`config.mk`:
```
export PLATFORM = sky130hd
export DESIGN_NAME = sfp_alu
export DESIGN_NICKNAME = d
export VERILOG_FILES = /design/src/rtl/sfp_pkg.sv /design/src/rtl/sfp_addsub.sv /design/src/rtl/sfp_fracmul.sv /design/src/rtl/sfp_barrel.sv /design/src/rtl/sfp_alu.sv
export SDC_FILE = /design/constraint.sdc
export NUM_CORES = 1
export LEC_CHECK = 0
export BUFFER_PORTS_ARGS = -buffer_cell sky130_fd_sc_hd__buf_2
export CAP_MARGIN = 20
export CORE_MARGIN = 10
export CORE_UTILIZATION = 45
export CTS_CLUSTER_DIAMETER = 30
export CTS_CLUSTER_SIZE = 20
export DETAILED_ROUTE_END_ITERATION = 16
export PLACE_DENSITY = 0.67
export SYNTH_ARGS = -nofsm -noshare
export SYNTH_HDL_FRONTEND = slang
export SYNTH_HIERARCHICAL = 1
export SYNTH_SLANG_ARGS = --single-unit
```
`constraint.sdc`:
```
create_clock -name clk -period 7.65 [get_ports clk]
set_clock_uncertainty 0.1 [all_clocks]
set_input_delay 0.765 -clock clk [delete_from_list [all_inputs] [get_ports clk]]
set_output_delay 0.765 -clock clk [all_outputs]
set_load 0.01 [all_outputs]
```
`src/rtl/sfp_pkg.sv`:
```
package sfp_pkg;

    typedef enum logic [1:0] {
        OPC_ADD = 2'b00,
        OPC_SUB = 2'b01,
        OPC_MUL = 2'b10,
        OPC_SHR = 2'b11
    } sfp_opc_e;

    typedef struct packed {
        logic pre_a;
        logic pre_b;
        logic post_half;
        logic mul_norm;
    } sfp_scale_t;

    localparam int SFP_DEF_W = 16;

endpackage

```
`src/rtl/sfp_addsub.sv`:
```
module sfp_addsub #(
    parameter int DATA_W = 16
) (
    input  logic              sub_i,
    input  logic [DATA_W-1:0] a_i,
    input  logic [DATA_W-1:0] b_i,
    input  sfp_pkg::sfp_scale_t scl_i,
    output logic [DATA_W-1:0] y_o
);
    localparam int EW = DATA_W + 1;
    localparam logic [DATA_W-1:0] MAXV = {1'b0, {(DATA_W-1){1'b1}}};
    localparam logic [DATA_W-1:0] MINV = {1'b1, {(DATA_W-1){1'b0}}};

    logic signed [EW-1:0] ext_a, ext_b, al_a, al_b, sum;

    always_comb begin
        ext_a = {a_i[DATA_W-1], a_i};
        ext_b = {b_i[DATA_W-1], b_i};
        al_a  = scl_i.pre_a ? (ext_a >>> 1) : ext_a;
        al_b  = scl_i.pre_b ? (ext_b >>> 1) : ext_b;
        sum   = sub_i ? (al_a - al_b) : (al_a + al_b);
        if (scl_i.post_half)
            y_o = sum[EW-1:1];
        else if (sum[EW-1] != sum[EW-2])
            y_o = sum[EW-1] ? MINV : MAXV;
        else
            y_o = sum[DATA_W-1:0];
    end
endmodule

```
`src/rtl/sfp_fracmul.sv`:
```
module sfp_fracmul #(
    parameter int DATA_W = 16
) (
    input  logic [DATA_W-1:0] a_i,
    input  logic [DATA_W-1:0] b_i,
    input  logic              norm_i,
    output logic [DATA_W-1:0] y_o
);
    localparam int PW = 2 * DATA_W;
    localparam logic [DATA_W-1:0] MAXV = {1'b0, {(DATA_W-1){1'b1}}};
    localparam logic [DATA_W-1:0] MINV = {1'b1, {(DATA_W-1){1'b0}}};

    logic signed [DATA_W-1:0] sa, sb;
    logic signed [PW-1:0]     prod;
    logic signed [PW:0]       scaled;
    logic signed [DATA_W:0]   fld;

    assign sa   = a_i;
    assign sb   = b_i;
    assign prod = sa * sb;

    always_comb begin
        scaled = norm_i ? {prod, 1'b0} : {prod[PW-1], prod};
        fld    = scaled[PW:DATA_W] + {{DATA_W{1'b0}}, scaled[DATA_W-1]};
        if (fld[DATA_W] != fld[DATA_W-1])
            y_o = fld[DATA_W] ? MINV : MAXV;
        else
            y_o = fld[DATA_W-1:0];
    end
endmodule

```
`src/rtl/sfp_barrel.sv`:
```
module sfp_barrel #(
    parameter int DATA_W = 16,
    localparam int SW = $clog2(DATA_W)
) (
    input  logic [DATA_W-1:0] a_i,
    input  logic [SW-1:0]     amt_i,
    output logic [DATA_W-1:0] y_o
);
    logic [DATA_W-1:0] stg [SW+1];

    assign stg[0] = a_i;

    for (genvar k = 0; k < SW; k++) begin : g_stage
        localparam int DIST = 1 << k;
        assign stg[k+1] = amt_i[k] ? DATA_W'($signed(stg[k]) >>> DIST) : stg[k];
    end

    assign y_o = stg[SW];
endmodule

```
`src/rtl/sfp_alu.sv`:
```
module sfp_alu #(
    parameter int DATA_W = sfp_pkg::SFP_DEF_W,
    localparam int SW = $clog2(DATA_W)
) (
    input  logic              clk,
    input  logic              rst,
    input  logic              issue_i,
    input  logic [1:0]        opcode_i,
    input  logic [DATA_W-1:0] src_a_i,
    input  logic [DATA_W-1:0] src_b_i,
    input  logic              pre_shift_a_i,
    input  logic              pre_shift_b_i,
    input  logic              post_half_i,
    input  logic              mul_norm_i,
    input  logic [SW-1:0]     shift_amt_i,
    output logic [DATA_W-1:0] res_o,
    output logic              res_vld_o
);
    import sfp_pkg::*;

    sfp_opc_e          opc;
    sfp_scale_t        scl;
    logic [DATA_W-1:0] add_y, mul_y, shr_y, sel_y;

    assign opc = sfp_opc_e'(opcode_i);
    assign scl = '{pre_a: pre_shift_a_i, pre_b: pre_shift_b_i,
                   post_half: post_half_i, mul_norm: mul_norm_i};

    sfp_addsub #(.DATA_W(DATA_W)) u_add (
        .sub_i (opc == OPC_SUB),
        .a_i   (src_a_i),
        .b_i   (src_b_i),
        .scl_i (scl),
        .y_o   (add_y)
    );

    sfp_fracmul #(.DATA_W(DATA_W)) u_mul (
        .a_i    (src_a_i),
        .b_i    (src_b_i),
        .norm_i (scl.mul_norm),
        .y_o    (mul_y)
    );

    sfp_barrel #(.DATA_W(DATA_W)) u_shr (
        .a_i   (src_a_i),
        .amt_i (shift_amt_i),
        .y_o   (shr_y)
    );

    always_comb begin
        unique case (opc)
            OPC_ADD, OPC_SUB: sel_y = add_y;
            OPC_MUL:          sel_y = mul_y;
            default:          sel_y = shr_y;
        endcase
    end

    always_ff @(posedge clk) begin
        if (rst) begin
            res_o     <= '0;
            res_vld_o <= 1'b0;
        end else begin
            res_vld_o <= issue_i;
            if (issue_i) res_o <= sel_y;
        end
    end
endmodule

```
==> results of run 1 <==
[cells in the final DEF, fill, tap and decap left out, drive strengths merged, types with 11 or more instances in the layout]
cell type / instances
nor3: 23
nor2b: 16
nor2: 73
a31oi: 13
or3: 13
xor2: 24
inv: 304
and2: 134
buf: 312
a211oi: 14
ha: 99
nand2: 183
o221ai: 18
nand2b: 30
nand4: 11
nand3: 19
a21oi: 78
dfxtp: 17
mux2i: 37
nand4bb: 12
mux2: 24
o21ai: 57
fa: 262
xnor2: 32
a21o: 11
o211ai: 13
[synth_stat cells (6+ instances only)]
cell                        instances  area, um^2
sky130_fd_sc_hd__a211o_1            7       61.31
sky130_fd_sc_hd__a211oi_1          10       75.07
sky130_fd_sc_hd__a21o_1            11       82.58
sky130_fd_sc_hd__a21oi_1           78       390.4
sky130_fd_sc_hd__a22o_1             8       70.07
sky130_fd_sc_hd__a31oi_1           12       75.07
sky130_fd_sc_hd__and2_1           134       838.3
sky130_fd_sc_hd__and3_1             7       43.79
sky130_fd_sc_hd__buf_2             11       55.05
sky130_fd_sc_hd__buf_4              9       67.56
sky130_fd_sc_hd__clkbuf_1          58       217.7
sky130_fd_sc_hd__dfxtp_1           17       340.3
sky130_fd_sc_hd__fa_1             262        5245
sky130_fd_sc_hd__ha_1              99        1239
sky130_fd_sc_hd__inv_1            304        1141
sky130_fd_sc_hd__maj3_2             8       90.09
sky130_fd_sc_hd__mux2_2            23       259.0
sky130_fd_sc_hd__mux2i_1           37       370.4
sky130_fd_sc_hd__nand2_1          183       686.9
sky130_fd_sc_hd__nand2b_1          30       187.7
sky130_fd_sc_hd__nand3_1           17       85.08
sky130_fd_sc_hd__nand4_1            9       56.30
sky130_fd_sc_hd__nand4bb_1         10       112.6
sky130_fd_sc_hd__nor2_1            73       274.0
sky130_fd_sc_hd__nor2b_1           16       100.1
sky130_fd_sc_hd__nor3_1            23       115.1
sky130_fd_sc_hd__nor4_1             6       37.54
sky130_fd_sc_hd__o211ai_1           9       67.56
sky130_fd_sc_hd__o21a_1             9       67.56
sky130_fd_sc_hd__o21ai_0           50       250.2
sky130_fd_sc_hd__o21bai_1           7       52.55
sky130_fd_sc_hd__o221ai_1           8       70.07
sky130_fd_sc_hd__o221ai_2          10       150.1
sky130_fd_sc_hd__or2_2              7       43.79
sky130_fd_sc_hd__or3_1             13       81.33
sky130_fd_sc_hd__xnor2_1           31       271.5
sky130_fd_sc_hd__xor2_1            24       210.2
[metrics by stage]
stage	TNS, ns	std cells	hold slack (ns)
2_1_floorplan	-2.389	1758	0.4451
3_3_place_gp	-7.014	2405	0.4051
3_5_place_dp	-8.093	2405	0.4228
4_1_cts	0	2423	0.4282
5_1_grt	-4.126	2437	0.4474
6_report	-0.08055	2437	0.4263
[critical path: stages]
cell and delay, ns:
sky130_fd_sc_hd__buf_6 0.11, sky130_fd_sc_hd__buf_6 0.16, sky130_fd_sc_hd__nand2_1 0.10, sky130_fd_sc_hd__fa_1 0.49
sky130_fd_sc_hd__fa_1 0.47, sky130_fd_sc_hd__fa_1 0.51, sky130_fd_sc_hd__fa_1 0.53, sky130_fd_sc_hd__inv_2 0.05
sky130_fd_sc_hd__fa_1 0.50, sky130_fd_sc_hd__fa_1 0.60, sky130_fd_sc_hd__ha_4 0.23, sky130_fd_sc_hd__nand4_1 0.16
sky130_fd_sc_hd__a21oi_2 0.05, sky130_fd_sc_hd__buf_4 0.15, sky130_fd_sc_hd__buf_4 0.14, sky130_fd_sc_hd__a211oi_4 0.31
sky130_fd_sc_hd__o21ai_2 0.14, sky130_fd_sc_hd__a22o_4 0.29, sky130_fd_sc_hd__a2111oi_4 0.42, sky130_fd_sc_hd__nand4_4 0.14
sky130_fd_sc_hd__or4_4 0.45, sky130_fd_sc_hd__a32o_2 0.31, sky130_fd_sc_hd__maj3_2 0.32, sky130_fd_sc_hd__mux2i_1 0.17
sky130_fd_sc_hd__o221ai_2 0.11
[logic make-up after synthesis]
| group | synth area share (%) |
|---|---|
| flip-flops | 2.293 |
| adder cells (fa/ha/maj) | 44.36 |
| buffers and inverters | 10.49 |
| XOR/XNOR | 3.355 |
| multiplexers | 4.493 |
| AND/OR/NAND/NOR | 20.51 |
| AO/OA/AOI/OAI | 14.51 |
[registers in the layout, summed over array words and instances, names as in the netlist]
name / cells
res_vld_o: 1
res_o: 16
[per-layer routing]
metal / wire (um) / track usage [%]
met2: 21650 / 37.03
met4: 1017 / 4.993
met5: 20 / 0
met1: 19010 / 26.95
met3: 1603 / 1.076
[worst max path at each step]
| stage | endpoint | slack [ns] | from |
|---|---|---|---|
| 6_report | res_o[8]$_SDFFE_PP0P_ | -0.03 | src_a_i[7] |
| 5_1_grt | res_o[1]$_SDFFE_PP0P_ | -0.34 | src_a_i[7] |
| 4_1_cts | res_o[2]$_SDFFE_PP0P_ | 0.002 | src_b_i[4] |
| 3_5_place_dp | res_o[6]$_SDFFE_PP0P_ | -0.55 | src_a_i[12] |
| 3_3_place_gp | res_o[9]$_SDFFE_PP0P_ | -0.47 | src_a_i[6] |
| 2_1_floorplan | res_o[3]$_SDFFE_PP0P_ | -0.19 | src_b_i[4] |
[what timing repair did]
action / 4_1_cts / 5_1_grt
gates resized for setup: 58 / 143
setup endpoints to repair: 16 / 16
pin swaps: 19 / 60
cloned: 1 / 2
endpoints found under the hold margin: 0 / 0
setup buffers: 13 / 12
[layout make-up]
type,instances,area (um^2)
timing repair buffer,318,2541
clock buffer,4,78.83
sequential,17,340.3
fill,2935,14270
tap,442,553.0
multi-input combinational,1350,13600
inverter,306,1151
==> qor.log, run 1 <==
INFO  status         run_status=finished with violations
INFO  status         failed_checks=setup timing
INFO  cts            cts_tree=yes
INFO  critical_path  rr_worst_depth=2
INFO  floorplanning  initial_core_util=45.62%
INFO  synthesis      synth-edff-count=0
INFO  global_routing antenna_found_initial=2
INFO  sta            tightestPinTransition=0.6487ns
INFO  synthesis      synthesis.area=14,840um^2
INFO  global_routing via_count_of_the_first_global_routing_pass=13.80k
INFO  critical_path  worst_setup_path_start_kind=input pin
INFO  final_layout   nets=2,402
INFO  critical_path  worst-path-max-fanout=8
INFO  cts            numCtsBuffers=3
INFO  routing        vias=13.18k
INFO  routing        postRouteWirelength=43,300um
INFO  cts            clock_tree.root_cell=sky130_fd_sc_hd__clkbuf_16
INFO  global_routing grt_overflow_total=0
INFO  synthesis      ys_seq_area_share=2.293%
INFO  place          dp_wirelength=35,890um
INFO  routing        remaining_drc_errors=0
INFO  critical_path  worst_r2r_endpoint=res_o[6]$_SDFFE_PP0P_
INFO  routing        initialDrtViolationCount=906
INFO  place          placement.cell_area=17,140um^2
INFO  synthesis      synth_warnings=6
INFO  routing        detail_route.vias_per_cell=5.409
INFO  floorplanning  die_width=201.6um
INFO  cts            cts-hold-fix-buffers=0
INFO  floorplanning  fp-row-count=66
INFO  routing        final_antenna_net_count=0
INFO  sta            timing.fmax=130.3MHz
INFO  sta            timing.final.hold_violations=0
INFO  place          detailedPlace.worstSlack=-0.5516ns
INFO  place          routabilityCongestion=0.9058
INFO  synthesis      async_reset_ff_share=0%
INFO  sta            number_of_setup_violations_in_the_final_report=7
INFO  cts            clkLatencyLatePin=0.25ns
INFO  hold_path      timing.hold.worst.class=reg -> reg
INFO  floorplanning  ios=62
INFO  place          placement.io_buffers=61
INFO  sta            finalCriticalPeriod=7.676ns
INFO  routing        dr.pass1.iters=5
INFO  critical_path  timing.critical_path.to_type=register
INFO  routing        wl_per_cell=17.77um
INFO  critical_path  regToRegSetupSlack=6.89ns
INFO  floorplanning  design.die.area=40,650um^2
INFO  critical_path  required=7.66ns
INFO  synthesis      syn_avg_cell_area=8.443um^2
INFO  cts            ctsHtreeMaxLevel=1
INFO  global_routing grt_pass1_wl=70,190um
INFO  floorplanning  core-area=32,540um^2
INFO  critical_path  critPathKind=in -> reg
INFO  synthesis      synth.lib_cells_used.distinct=98
INFO  critical_path  timing.rr.start=res_o[6]$_SDFFE_PP0P_
INFO  floorplanning  fp.dieH=201.6um
INFO  synthesis      postSynth.topFlopCell=sky130_fd_sc_hd__dfxtp_1
INFO  final_layout   final_design_area_no_fill=18,260um^2
INFO  global_routing grt_max_degree=39
INFO  final_layout   flow.area_growth_from_synthesis=23.04%
INFO  sta            timing.max_slew.rel_slack=56.75%
INFO  cts            cts.reportedPaths.clkPinSlew=0.05ns
INFO  sta            timing_max_transition_violations_final=0
INFO  final_layout   drive_gt1_share=26.07%
INFO  hold_path      whs_endpoint=res_o[3]$_SDFFE_PP0P_
INFO  sta            setup_ws=-0.02586ns
INFO  synthesis      synth_cells=1,758
INFO  cts            cts_sinks=17
INFO  synthesis      syn_nets=2,164
INFO  run            cap_viol_max_count=0
INFO  hold_path      hold_depth=2
INFO  cts            max_buffers_root_to_sink=2
INFO  critical_path  crit_arrival=7.69ns
INFO  sta            grt_setup_unrepaired=true
INFO  global_routing track_usage=20.76%
INFO  synthesis      synthesized_flop_and_latch_total=17
INFO  final_layout   final_util=56.13%
INFO  sta            period_share=100.3%
INFO  final_layout   antenna_cells_inserted=0
INFO  hold_path      hold_path.startpoint=res_o[3]$_SDFFE_PP0P_
Power of run 1 is left out: the tool's default activity adds up to more than one toggle a clock period on the data nets, which glitch-free logic cannot reach.
==> run 2, diff against run 1 <==
--- a/config.mk
+++ b/config.mk
@@ -12,7 +12,8 @@
 export CTS_CLUSTER_DIAMETER = 30
 export CTS_CLUSTER_SIZE = 20
 export DETAILED_ROUTE_END_ITERATION = 16
-export PLACE_DENSITY = 0.67
+export HOLD_SLACK_MARGIN = 0.02
+export PLACE_DENSITY = 0.74
 export SYNTH_ARGS = -nofsm -noshare
 export SYNTH_HDL_FRONTEND = slang
 export SYNTH_HIERARCHICAL = 1
==> qor.log, run 2 (synthesis results as in run 1) <==
INFO  status         run_status=finished with violations
INFO  status         failed_checks=setup timing
INFO  cts            cts_sinks=17
INFO  routing        wl_per_cell=18.17um
INFO  final_layout   antenna_cells_inserted=0
INFO  cts            cts_tree=yes
INFO  routing        remaining_drc_errors=0
INFO  critical_path  timing.rr.start=res_o[0]$_SDFFE_PP0P_
INFO  sta            number_of_setup_violations_in_the_final_report=15
INFO  floorplanning  core-area=32,540um^2
INFO  place          placement.io_buffers=61
INFO  cts            clock_tree.root_cell=sky130_fd_sc_hd__clkbuf_16
INFO  cts            cts.reportedPaths.clkPinSlew=0.05ns
INFO  routing        dr.pass1.iters=6
INFO  final_layout   final_common_cell=sky130_fd_sc_hd__inv_1
INFO  final_layout   max_flop_register=res_o
INFO  global_routing antenna_found_initial=2
INFO  final_layout   mostFrequentLayoutCells=296 x sky130_fd_sc_hd__inv_1, 255 x sky130_fd_sc_hd__fa_1, 243 x sky130_fd_sc_hd__buf_4
INFO  critical_path  crit_arrival=7.88ns
INFO  hold_path      timing.hold.worst.class=reg -> reg
INFO  final_layout   fillers=2,887
INFO  hold_path      hold_depth=2
INFO  sta            tightestPinTransition=0.6357ns
INFO  critical_path  timing.critical_path.to_type=register
INFO  critical_path  critPathCapture=res_o[1]$_SDFFE_PP0P_
INFO  cts            numCtsBuffers=3
INFO  sta            timing.fmax=127.0MHz
INFO  final_layout   flow.area_growth_from_synthesis=22.14%
INFO  critical_path  max_stage_delay=0.57ns
INFO  global_routing via_count_of_the_first_global_routing_pass=14.45k
INFO  routing        final_antenna_net_count=0
INFO  critical_path  rr_worst_depth=2
INFO  floorplanning  fp.dieH=201.6um
INFO  critical_path  crit_startpoint=src_a_i[13]
INFO  sta            period_share=102.9%
INFO  critical_path  worst_r2r_endpoint=res_o[0]$_SDFFE_PP0P_
INFO  routing        initialDrtViolationCount=1,085
INFO  final_layout   layout_top_registers=res_o: 16 flops, res_vld_o: 1 flops
INFO  sta            timing_max_transition_violations_final=0
INFO  routing        vias=13.53k
INFO  global_routing grt_overflow_total=0
INFO  floorplanning  initial_core_util=45.62%
INFO  critical_path  regToRegSetupSlack=6.87ns
INFO  floorplanning  die_width=201.6um
INFO  place          routabilityCongestion=0.9358
INFO  sta            timing.final.hold_violations=0
INFO  global_routing track_usage=21.37%
INFO  routing        detail_route.vias_per_cell=5.547
INFO  final_layout   nets=2,404
INFO  critical_path  worst-path-max-fanout=6
INFO  global_routing grt_max_degree=39
INFO  floorplanning  design.die.area=40,650um^2
INFO  sta            setup-tns-final=-2.131ns
INFO  cts            clkLatencyLatePin=0.25ns
INFO  final_layout   drive_gt1_share=25.54%
INFO  critical_path  crit_slowest_cell=sky130_fd_sc_hd__or4_4
INFO  run            cap_viol_max_count=0
INFO  floorplanning  ios=62
INFO  cts            max_buffers_root_to_sink=2
INFO  cts            ctsHtreeMaxLevel=1
INFO  sta            setup_ws=-0.2219ns
INFO  critical_path  required=7.66ns
INFO  sta            timing.max_slew.rel_slack=57.62%
INFO  critical_path  critPathKind=in -> reg
INFO  global_routing grt_pass1_wl=72,340um
INFO  floorplanning  fp-row-count=66
INFO  place          dp_wirelength=36,400um
INFO  sta            finalCriticalPeriod=7.872ns
INFO  critical_path  cp_common_cell=sky130_fd_sc_hd__fa_1
INFO  routing        postRouteWirelength=44,320um
INFO  final_layout   largest_reg_flops=16
INFO  sta            grt_setup_unrepaired=true
INFO  cts            cts-hold-fix-buffers=0
INFO  critical_path  worst_setup_path_start_kind=input pin
run 2: cell count changes in the layout (fill, tap and decap cells not counted), sizes merged:
cell / previous run / this run
clkbuf: 10 / 7
buf: 312 / 316
clkinv: 2 / 3
run 2: critical path, delay by kind of cell:
| family | cells | cell delay (ns) |
|---|---|---|
| AO/OA/AOI/OAI | 5 | 1.23 |
| adder cells (fa/ha/maj) | 7 | 3.32 |
| buffers and inverters | 8 | 0.86 |
| multiplexers | 1 | 0.23 |
| AND/OR/NAND/NOR | 8 | 1.47 |
run 2: cell type report:
class	instances	area [um^2]	area share, %
multi-input combinational	1350	13520	74.55
timing repair buffer	320	2490	13.73
inverter	306	1151	6.349
tap	442	553.0	3.050
sequential	17	340.3	1.877
clock buffer	3	75.07	0.4141
clock inverter	1	5.005	0.02761
run 2: per-stage QoR:
| step | utilization, % | cell area (um^2) | setup slack, ns | hold WS, ns | cells |
|---|---|---|---|---|---|
| 3_5_place_dp | 52.40 | 17050 | -0.6416 | 0.4192 | 2396 |
| 3_3_place_gp | 52.40 | 17050 | -0.5213 | 0.4079 | 2396 |
| 5_1_grt | 55.72 | 18130 | -0.4916 | 0.4488 | 2439 |
| 2_1_floorplan | - | 15050 | -0.1886 | 0.4451 | 1758 |
| 6_report | 55.72 | 18130 | -0.2219 | 0.4200 | 2439 |
| 4_1_cts | 54.41 | 17700 | -0.08459 | 0.4248 | 2417 |
run 2: per-layer routing:
layer	share of wire [%]	wire length (um)	up-vias	global-route usage (%)
li1	-	-	6218	-
met1	42	18750	6811	27.24
met2	50	22280	420	38.18
met3	5.0	2207	76	2.024
met4	2.4	1062	4	4.805
met5	0.061	27	-	0
run 2: worst min path at each step:
stage | from | to | slack [ns]
after detailed placement | res_o[13]$_SDFFE_PP0P_ | res_o[13]$_SDFFE_PP0P_ | 0.42
after global routing | res_o[1]$_SDFFE_PP0P_ | res_o[1]$_SDFFE_PP0P_ | 0.45
after global placement | res_o[5]$_SDFFE_PP0P_ | res_o[5]$_SDFFE_PP0P_ | 0.41
after CTS | res_o[5]$_SDFFE_PP0P_ | res_o[5]$_SDFFE_PP0P_ | 0.42
after floorplan | res_o[0]$_SDFFE_PP0P_ | res_o[0]$_SDFFE_PP0P_ | 0.45
final | res_o[5]$_SDFFE_PP0P_ | res_o[5]$_SDFFE_PP0P_ | 0.42
run 2: repair_timing:
| action | in CTS | in global routing |
|---|---|---|
| setup endpoints to repair | 16 | 16 |
| buffers inserted | 16 | 22 |
| hold endpoints to repair | 0 | 0 |
| gates resized for setup | 108 | 75 |
| pin swaps | 58 | 30 |
| gates cloned | 1 | 0 |
Power of run 2 is left out for the same reason.
==> run 3, diff against run 2 <==
--- a/config.mk
+++ b/config.mk
@@ -9,6 +9,7 @@
 export CAP_MARGIN = 20
 export CORE_MARGIN = 10
 export CORE_UTILIZATION = 45
+export CTS_BUF_LIST = sky130_fd_sc_hd__clkbuf_8
 export CTS_CLUSTER_DIAMETER = 30
 export CTS_CLUSTER_SIZE = 20
 export DETAILED_ROUTE_END_ITERATION = 16
==> qor.log, run 3 (synthesis results as in run 1) <==
INFO  status         run_status=finished with violations
INFO  status         failed_checks=setup timing
INFO  final_layout   multiInputGateArea=13,490um^2
INFO  floorplanning  die_width=201.6um
INFO  place          placed_insts=2,396
INFO  routing        wl_per_cell=18.28um
INFO  global_routing grt_overflow_total=0
INFO  sta            setup_ws=-0.1875ns
INFO  cts            cts_sinks=17
INFO  global_routing grt_pass1_wl=72,610um
INFO  final_layout   drive_gt1_share=25.44%
INFO  sta            timing.final.hold_violations=0
INFO  run            cap_viol_max_count=0
INFO  critical_path  worst-path-max-fanout=8
INFO  critical_path  crit_slowest_cell=sky130_fd_sc_hd__fa_1
INFO  routing        remaining_drc_errors=0
INFO  critical_path  critPathKind=in -> reg
INFO  sta            timing_max_transition_violations_final=0
INFO  sta            timing.fmax=127.6MHz
INFO  cts            cts-hold-fix-buffers=0
INFO  routing        final_antenna_net_count=0
INFO  final_layout   layout_top_registers=res_o: 16 flops, res_vld_o: 1 flops
INFO  cts            cts.reportedPaths.clkPinSlew=0.07ns
INFO  cts            clkLatencyLatePin=0.25ns
INFO  sta            timing.max_slew.rel_slack=56.85%
INFO  critical_path  critical-path-top-delay-family=adder cells
INFO  sta            number_of_setup_violations_in_the_final_report=15
INFO  critical_path  worst_setup_path_start_kind=input pin
INFO  routing        vias=13.54k
INFO  floorplanning  design.die.area=40,650um^2
INFO  final_layout   final_common_cell=sky130_fd_sc_hd__inv_1
INFO  global_routing track_usage=21.46%
INFO  critical_path  timing.critical_path.to_type=register
INFO  critical_path  cp_common_cell=sky130_fd_sc_hd__fa_1
INFO  final_layout   flow.area_growth_from_synthesis=21.73%
INFO  cts            numCtsBuffers=3
INFO  critical_path  critical_path_buf_inv_count=9
INFO  cts            max_buffers_root_to_sink=2
INFO  sta            finalCriticalPeriod=7.838ns
INFO  sta            tightestPinTransition=0.6472ns
INFO  place          routabilityCongestion=0.9358
INFO  final_layout   largest_reg_flops=16
INFO  final_layout   mostFrequentLayoutCells=296 x sky130_fd_sc_hd__inv_1, 254 x sky130_fd_sc_hd__fa_1, 242 x sky130_fd_sc_hd__buf_4
INFO  critical_path  max_stage_delay=0.57ns
INFO  global_routing grt_max_degree=39
INFO  floorplanning  core-area=32,540um^2
INFO  sta            period_share=102.5%
INFO  final_layout   nets=2,404
INFO  floorplanning  initial_core_util=45.62%
INFO  critical_path  required=7.67ns
INFO  floorplanning  ios=62
INFO  critical_path  crit_arrival=7.85ns
INFO  routing        detail_route.vias_per_cell=5.552
INFO  sta            grt_setup_unrepaired=true
INFO  final_layout   fillers=2,913
INFO  final_layout   ff_latch_area=340.3um^2
INFO  place          placement.io_buffers=61
INFO  cts            cts_tree=yes
INFO  floorplanning  fp-row-count=66
INFO  hold_path      timing.hold.worst.class=reg -> reg
INFO  place          dp_wirelength=36,400um
INFO  final_layout   antenna_cells_inserted=0
INFO  final_layout   max_flop_register=res_o
INFO  routing        initialDrtViolationCount=1,070
INFO  cts            ctsHtreeMaxLevel=1
INFO  floorplanning  fp.dieH=201.6um
INFO  global_routing antenna_found_initial=1
INFO  cts            clock_tree.root_cell=sky130_fd_sc_hd__clkbuf_8
INFO  global_routing via_count_of_the_first_global_routing_pass=14.46k
INFO  routing        postRouteWirelength=44,580um
INFO  routing        dr.pass1.iters=5
INFO  final_layout   fin_cells=2,439
[run 3: cell count changes in the layout (fill, tap and decap cells not counted), sizes merged]
| cell | change |
|---|---|
| buf | -1 |
| clkbuf | +1 |
[run 3: path summary, 6_finish.rpt]
check                               from                endpoint  slack (ns)  cells after the start
hold / removal     res_o[5]$_SDFFE_PP0P_   res_o[5]$_SDFFE_PP0P_        0.43                      2
setup / recovery              src_a_i[4]   res_o[2]$_SDFFE_PP0P_       -0.19                     30
hold reg to reg    res_o[5]$_SDFFE_PP0P_   res_o[5]$_SDFFE_PP0P_        0.43                      2
setup reg to reg  res_o[11]$_SDFFE_PP0P_  res_o[11]$_SDFFE_PP0P_        6.83                      2
[run 3: tightest hold or removal path, cell delays in order (launching register included)]
cell and delay, ns:
sky130_fd_sc_hd__dfxtp_1 0.31, sky130_fd_sc_hd__nand2b_1 0.08, sky130_fd_sc_hd__o221ai_2 0.09
[run 3: per-layer routing]
metal	track usage, %	up-vias	share of wire (%)
li1	-	6227	-
met1	27.42	6828	42
met2	38.23	401	50
met3	1.896	83	5.2
met4	5.154	2	2.5
met5	0	-	0.029
[run 3: repair_timing]
action                     in CTS  in global routing
gates cloned                    1                  1
pin swaps                      52                 37
buffers inserted               18                 19
setup endpoints to repair      16                 16
gates resized for setup       110                 70
[run 3: cell type report]
type                       instances  share of cell area (%)
tap                              442                   3.061
timing repair buffer             320                   13.78
sequential                        17                   1.884
clock buffer                       3                  0.2285
multi-input combinational       1350                   74.65
inverter                         306                   6.371
clock inverter                     1                 0.02770
[run 3: metrics by stage]
step / hold WS, ns / setup TNS (ns) / utilization (%) / worst slack (ns) / area (um^2)
finish: 0.4251 / -1.426 / 55.53 / -0.1875 / 18070
global route: 0.4515 / -5.192 / 55.53 / -0.4556 / 18070
CTS: 0.4276 / -0.1470 / 54.38 / -0.02620 / 17690
detailed placement: 0.4192 / -9.386 / 52.40 / -0.6416 / 17050
global placement: 0.4079 / -7.674 / 52.40 / -0.5213 / 17050
floorplan: 0.4451 / -2.389 / - / -0.1886 / 15050
Power of run 3 is left out for the same reason.
